File: src/rtl/dfmul_pkg.sv
package dfmul_pkg;

   typedef enum logic {
      MODE_INT  = 1'b0,
      MODE_POLY = 1'b1
   } dfmul_mode_e;

   // Carries emitted when an n-bit column is reduced to one bit by a
   // 3:2 / 2:2 tree. Every adder leaves one bit in the column and
   // sends one carry out.
   function automatic int fa_carry_count(input int n);
      int cnt;
      int k;
      cnt = n;
      k   = 0;
      for (int i = 0; i < n; i++) begin
         if (cnt > 1) begin
            if (cnt == 2) begin
               k   = k + 1;
               cnt = 1;
            end else begin
               k   = k + cnt / 3;
               cnt = cnt / 3 + cnt % 3;
            end
         end
      end
      return k;
   endfunction

   function automatic int max2(input int a, input int b);
      return (a > b) ? a : b;
   endfunction

endpackage

File: src/rtl/dfmul_ppgen.sv
module dfmul_ppgen #(
   parameter int W = 16,
   localparam int COLS = 2 * W
) (
   input  logic [W-1:0] a_i,
   input  logic [W-1:0] b_i,
   output logic [W-1:0] col_o [COLS]
);

   // Column c slot i holds a[i] & b[c-i], or zero when c-i is outside the word.
   for (genvar c = 0; c < COLS; c++) begin : g_col
      for (genvar i = 0; i < W; i++) begin : g_bit
         localparam int J = c - i;
         if (J >= 0 && J < W) begin : g_and
            assign col_o[c][i] = a_i[i] & b_i[J];
         end else begin : g_zero
            assign col_o[c][i] = 1'b0;
         end
      end
   end

endmodule

File: src/rtl/dfmul_xor_tree.sv
module dfmul_xor_tree
   import dfmul_pkg::*;
#(
   parameter int N = 16,
   localparam int K = fa_carry_count(N)
) (
   input  logic [N-1:0] bits_i,
   output logic         sum_o,
   output logic [K-1:0] carry_o
);

   // Level-by-level 3:2 reduction. Sums stay in the column, so the
   // surviving bit is the XOR of the column; every carry leaves.
   always_comb begin
      logic [N-1:0] work;
      logic [N-1:0] nxt_work;
      logic [K-1:0] cy;
      int           cnt;
      int           nxt;
      int           ci;
      work = bits_i;
      cy   = '0;
      cnt  = N;
      ci   = 0;
      for (int lvl = 0; lvl < N; lvl++) begin
         if (cnt > 1) begin
            nxt_work = '0;
            nxt      = 0;
            if (cnt == 2) begin
               nxt_work[0] = work[0] ^ work[1];
               cy[ci]      = work[0] & work[1];
               ci          = ci + 1;
               nxt         = 1;
            end else begin
               for (int g = 0; g < N; g += 3) begin
                  if (g + 2 < cnt) begin
                     nxt_work[nxt] = work[g] ^ work[g+1] ^ work[g+2];
                     cy[ci]        = (work[g] & work[g+1]) | (work[g] & work[g+2])
                                   | (work[g+1] & work[g+2]);
                     ci            = ci + 1;
                     nxt           = nxt + 1;
                  end else if (g < cnt) begin
                     nxt_work[nxt] = work[g];
                     nxt           = nxt + 1;
                     if (g + 1 < cnt) begin
                        nxt_work[nxt] = work[g+1];
                        nxt           = nxt + 1;
                     end
                  end
               end
            end
            work = nxt_work;
            cnt  = nxt;
         end
      end
      sum_o   = work[0];
      carry_o = cy;
   end

endmodule

File: src/rtl/dfmul_carry_tree.sv
module dfmul_carry_tree
   import dfmul_pkg::*;
#(
   parameter int COLS = 32,
   parameter int K    = 8,
   localparam int H   = K + 2
) (
   input  logic [K-1:0]    cin_i [COLS],
   output logic [COLS-1:0] row_a_o,
   output logic [COLS-1:0] row_b_o
);

   // Multi-column carry-save compression down to two rows. Carries out
   // of the top column fall beyond the 2W-bit product and are dropped.
   always_comb begin
      logic [H-1:0] m  [COLS];
      logic [H-1:0] mn [COLS];
      int           h  [COLS];
      int           hn [COLS];
      for (int c = 0; c < COLS; c++) begin
         m[c] = '0;
         m[c][K-1:0] = cin_i[c];
         h[c] = K;
      end
      for (int lvl = 0; lvl < H + 2; lvl++) begin
         for (int c = 0; c < COLS; c++) begin
            mn[c] = '0;
            hn[c] = 0;
         end
         for (int c = 0; c < COLS; c++) begin
            if (h[c] > 2) begin
               for (int g = 0; g < H; g += 3) begin
                  if (g + 2 < h[c]) begin
                     mn[c][hn[c]] = m[c][g] ^ m[c][g+1] ^ m[c][g+2];
                     hn[c] = hn[c] + 1;
                     if (c + 1 < COLS) begin
                        mn[c+1][hn[c+1]] = (m[c][g] & m[c][g+1]) | (m[c][g] & m[c][g+2])
                                         | (m[c][g+1] & m[c][g+2]);
                        hn[c+1] = hn[c+1] + 1;
                     end
                  end else if (g < h[c]) begin
                     mn[c][hn[c]] = m[c][g];
                     hn[c] = hn[c] + 1;
                     if (g + 1 < h[c]) begin
                        mn[c][hn[c]] = m[c][g+1];
                        hn[c] = hn[c] + 1;
                     end
                  end
               end
            end else begin
               for (int g = 0; g < 2; g++) begin
                  if (g < h[c]) begin
                     mn[c][hn[c]] = m[c][g];
                     hn[c] = hn[c] + 1;
                  end
               end
            end
         end
         for (int c = 0; c < COLS; c++) begin
            m[c] = mn[c];
            h[c] = hn[c];
         end
      end
      for (int c = 0; c < COLS; c++) begin
         row_a_o[c] = m[c][0];
         row_b_o[c] = m[c][1];
      end
   end

endmodule

File: src/rtl/dfmul_core.sv
module dfmul_core
   import dfmul_pkg::*;
#(
   parameter int WORD_W  = 16,
   parameter bit REG_OUT = 1'b1
) (
   input  logic                  clk,
   input  logic                  rst_n,
   input  logic                  issue_i,
   input  logic                  mode_i,
   input  logic [WORD_W-1:0]     opa_i,
   input  logic [WORD_W-1:0]     opb_i,
   output logic [2*WORD_W-1:0]   prod_o,
   output logic                  valid_o
);

   localparam int PW = 2 * WORD_W;
   localparam int K  = fa_carry_count(WORD_W);

   if (WORD_W < 8 || WORD_W > 64) begin : g_bad_width
      $error("dfmul_core: WORD_W must lie in 8..64");
   end

   logic [WORD_W-1:0] pp_col [PW];
   logic [K-1:0]      col_cy [PW];
   logic [K-1:0]      cy_in  [PW];
   logic [PW-1:0]     xor_row;
   logic [PW-1:0]     row_a, row_b;
   logic [PW-1:0]     gate_a, gate_b;
   logic [PW-1:0]     fold_s, fold_c;
   logic [PW-1:0]     prod_comb;
   logic              int_mode;

   dfmul_ppgen #(.W(WORD_W)) u_ppgen (
      .a_i   (opa_i),
      .b_i   (opb_i),
      .col_o (pp_col)
   );

   // Non-carry tree: one column reducer per product bit.
   for (genvar c = 0; c < PW; c++) begin : g_xcol
      dfmul_xor_tree #(.N(WORD_W)) u_xt (
         .bits_i  (pp_col[c]),
         .sum_o   (xor_row[c]),
         .carry_o (col_cy[c])
      );
      if (c == 0) begin : g_c0
         assign cy_in[c] = '0;
      end else begin : g_cn
         assign cy_in[c] = col_cy[c-1];
      end
   end

   dfmul_carry_tree #(.COLS(PW), .K(K)) u_ctree (
      .cin_i   (cy_in),
      .row_a_o (row_a),
      .row_b_o (row_b)
   );

   // Polynomial mode silences the carry tree; the adder then passes the XOR row.
   assign int_mode = (dfmul_mode_e'(mode_i) == MODE_INT);
   assign gate_a   = row_a & {PW{int_mode}};
   assign gate_b   = row_b & {PW{int_mode}};

   assign fold_s    = xor_row ^ gate_a ^ gate_b;
   assign fold_c    = {((xor_row[PW-2:0] & gate_a[PW-2:0]) | (xor_row[PW-2:0] & gate_b[PW-2:0])
                       | (gate_a[PW-2:0] & gate_b[PW-2:0])), 1'b0};
   assign prod_comb = fold_s + fold_c;

   if (REG_OUT) begin : g_reg
      always_ff @(posedge clk) begin
         if (!rst_n) begin
            prod_o  <= '0;
            valid_o <= 1'b0;
         end else begin
            valid_o <= issue_i;
            if (issue_i) begin
               prod_o <= prod_comb;
            end
         end
      end
   end else begin : g_comb
      assign prod_o  = prod_comb;
      assign valid_o = issue_i;
   end

endmodule

File: config.mk
export PLATFORM = sky130hd
export DESIGN_NAME = dfmul_core
export DESIGN_NICKNAME = d
export VERILOG_FILES = /design/src/rtl/dfmul_pkg.sv /design/src/rtl/dfmul_ppgen.sv /design/src/rtl/dfmul_xor_tree.sv /design/src/rtl/dfmul_carry_tree.sv /design/src/rtl/dfmul_core.sv
export SDC_FILE = /design/constraint.sdc
export NUM_CORES = 1
export LEC_CHECK = 0
export BUFFER_PORTS_ARGS = -buffer_cell sky130_fd_sc_hd__buf_2
export CORE_MARGIN = 4
export CORE_UTILIZATION = 30
export DETAILED_ROUTE_END_ITERATION = 10
export MAX_ROUTING_LAYER = met4
export PLACE_DENSITY = 0.45
export SYNTH_ARGS = -nofsm -noshare
export SYNTH_HDL_FRONTEND = slang
export SYNTH_HIERARCHICAL = 1
export SYNTH_SLANG_ARGS = --single-unit
File: constraint.sdc
create_clock -name clk -period 9.4 [get_ports clk]
set_input_delay 0.47 -clock clk [delete_from_list [all_inputs] [get_ports clk]]
set_output_delay 0.47 -clock clk [all_outputs]
set_load 0.02 [all_outputs]
; Yosys cells after proc, flatten, opt, wreduce, memory -nomap -nowiden
; Index checks and enable logic that the tools add are counted.
[classes]
bitwise_logic = 1609
add_sub_neg = 1
[ops]
columns = cell, n
row1 = AND 1 bit, 843
row2 = bitwise XOR 1 bit, 418
row3 = OR 1 bit, 338
row4 = AND 31 bit, 3
row5 = OR 31 bit, 2
row6 = adder 32 bit, 1
row7 = AND 31 x 32 -> 32 bit, 1
row8 = AND 32 bit, 1
row9 = bitwise XOR 31 x 32 -> 32 bit, 1
row10 = bitwise XOR 32 bit, 1
row11 = inverter 1 bit, 1
[totals]
regBits = 33
elab_cells = 1612
inputBits = 36
out_inout_bits = 33

; Longest topological paths before layout
[logic_depth]
word_depth = 23
ltp_mapped = 25
mapped_depth_nobuf = 23

; By module
; Netlist, hierarchy kept.
[modules_own_cells]
columns = mod, instances, cells_each, seq_area_each_um2, area_per_inst_um2
row1 = dfmul_xor_tree, 32, 23, 0.0, 209.0
row2 = dfmul_carry_tree, 1, 662, 0.0, 5550.3
row3 = dfmul_core, 1, 563, 660.6, 4315.4
row4 = dfmul_ppgen, 1, 545, 0.0, 3834.9

; Least setup slack after synthesis
; OpenSTA, ideal clock, no wires.
[synth_timing]
path_type = input to register
start = input opa_i[3]
end = register prod_o[23]
stages = 23
t_required_ns = 9.283
path_buffers = 2
path_slack_ns = 3.416
arrival_ns = 5.867
cell_sequence = buf_6 -> and2_1 -> inv_1 -> fa_1 -> inv_1 -> fa_1 -> inv_1 -> fa_1 -> fa_1 -> fa_1 -> inv_1 -> fa_1 -> nand2b_1 -> fa_1 -> inv_1 -> ha_1 -> buf_6 -> a21oi_2 -> a211oi_1 -> o32ai_1 -> o21bai_1 -> or3_1 -> a32o_1
[synth_lines]
columns = element, line
row1 = from (decl), dfmul_core.sv:11  ; input logic [WORD_W-1:0] opa_i,
row2 = to (signal assigned), dfmul_core.sv:78  ; prod_o <= prod_comb;
row3 = to (decl), dfmul_core.sv:13  ; output logic [2*WORD_W-1:0] prod_o,

==> qor.yml <==
wl_per_cell_um: 13.0
dp_hpwl_um: 38500
cp.required_ns: 9.58
h-tree-depth: 2
gp_congestion: 0.803
yosysWarnings: 6
grt_usage_pct: 13.6
syn2layout_area_growth_pct: 1.02
crit_path_start_kind: "input pin"
worstSkewPairLatency_ns: 0.28
pin_count: 69
arrival_ns: 6.86
r2r_cells: 3
antenna_found_initial: 3
timing.final.crit_share_pct: 71.0
dieArea_sq_um: 72200
worstMarginPinSlew_ns: 0.751
finalNetCount: 3065
cp_max_fo: 16
core_sq_um: 67300
grt_first_pass_wirelength_um: 76300
crit_path_end_kind: "register"
route.detailed.drc: 0
grtUsageMet2_pct: 24.5
post_cts_buffers: 0
crit_start: "opb_i[10]"
ctsHoldBuffers: 0
die_x_um: 269
final.setup.tns_ns: 0
core.rowCount: 95
placement.io_buffers: 68
worst-setup-path-type: "input pin to register"
skew_ns: 0
rr_startpoint: "prod_o[31]"
reg2reg_slack_ns: 8.37
cts_inserted_buffers: 5
grt_start_max_net_pins: 64
setup.worst_path.end: "prod_o[20]"
drt-total-wl_um: 44200
fmax_mhz: 150
avgViaCountPerCell: 3.81
grtUsageMet3_pct: 0.885
hold_viol: 0
clock-sinks: 33
final_max_slew_viol_count: 0
setup_viol: 0
final.min_clock_period_ns: 6.68
met1_usage_pct: 17.5
cap_viol_max_count: 0
drtAntennaViolNets: 0
clockBufferDepth: 2
clkTransAtPathRegs_ns: 0.06
fp.dieH_um: 269
drtIter0Drc: 496
synthCells: 2503
drive_gt1_share_pct: 3.72
postSynthAreaPerCell_sq_um: 8.14
num_vias: 13000
first_global_vias: 14800
busiest_layer: "met2"
r2r_end: "prod_o[31]"
cts_resized: 0
overflow: 0
syn_area_sq_um: 20400
root_buffer: "clkbuf_16"
rsz0062_at_grt: "no"
first_pass_iters: 5
start_util_pct: 30.3
hp-class: "register to register"
status: "complete, no violations"
cts_tree: "done"
relSlewSlack_pct: 49.8
==> critical path, stage by stage <==
cell and delay, ns:
buf_2 0.36, and2_1 0.20, inv_1 0.06, fa_1 0.54, inv_1 0.06, fa_1 0.39
inv_1 0.11, fa_1 0.45, fa_1 0.40, fa_1 0.51, inv_1 0.05, fa_1 0.51
nand2b_1 0.07, fa_1 0.51, inv_1 0.04, ha_1 0.38, a21oi_1 0.35, o21ai_0 0.34
a21oi_1 0.33, inv_1 0.12, or3_1 0.36, a32o_1 0.25
==> metrics by stage <==
step           instances  instance area (sq um)  hold slack [ns]  util [%]  setup slack (ns)
6_report            3404                  20600            0.470      30.6              2.72
5_1_grt             3404                  20600            0.501      30.6              2.39
4_1_cts             3403                  20600            0.472      30.6              2.74
3_5_place_dp        3395                  20400            0.462      30.4              2.44
3_3_place_gp        3395                  20400            0.456      30.4              2.49
2_1_floorplan       2766                  21400            0.536         -              3.42
==> layout make-up <==
class / instances / area, sq um
clock inverters: 2 / 10.0
clock buffers: 6 / 129
repair buffers: 70 / 355
flip-flops and latches: 33 / 661
inverters: 1038 / 3900
diodes: 1 / 2.50
well taps: 873 / 1090
fillers: 7328 / 46700
multi-input cells: 1381 / 14400
==> layer usage <==
layer	up-vias	share of wire [%]	wire, um
met2	177	51	22700
met1	6453	45	19800
met4	0	1.2	541
met5	-	0	0
met3	29	2.7	1200
li1	6310	-	-
==> flip-flops by register name, summed over array words and instances, names as in the netlist <==
register  count
prod_o       32
valid_o       1
==> worst min path at each step <==
| stage | end | cells past startpoint | from | slack, ns |
|---|---|---|---|---|
| 2_1_floorplan | prod_o[14] | 2 | prod_o[14] | 0.54 |
| 3_3_place_gp | prod_o[23] | 1 | prod_o[23] | 0.46 |
| 3_5_place_dp | prod_o[23] | 1 | prod_o[23] | 0.46 |
| 4_1_cts | prod_o[13] | 2 | prod_o[13] | 0.47 |
| 5_1_grt | prod_o[23] | 1 | prod_o[23] | 0.50 |
| 6_report | prod_o[12] | 2 | prod_o[12] | 0.47 |
==> cells in the final DEF, fill, tap and decap left out, types with 5 or more instances in the layout <==
cell	instances
inv_1	1038
fa_1	438
conb_1	266
and2_1	258
buf_2	68
ha_1	62
nand2b_1	59
nand2_1	40
a21oi_1	36
o21ai_0	34
dfxtp_1	33
nor2_1	30
nand3_1	17
xnor2_1	17
or3_1	8
o211ai_1	8
nor3_1	8
nor2b_1	7
mux2i_1	7
a21o_1	5
nand4_1	5
clkbuf_16	5
Power is not shown: default switching activity piles up to over one toggle a cycle in this logic, so the estimate is an artifact.
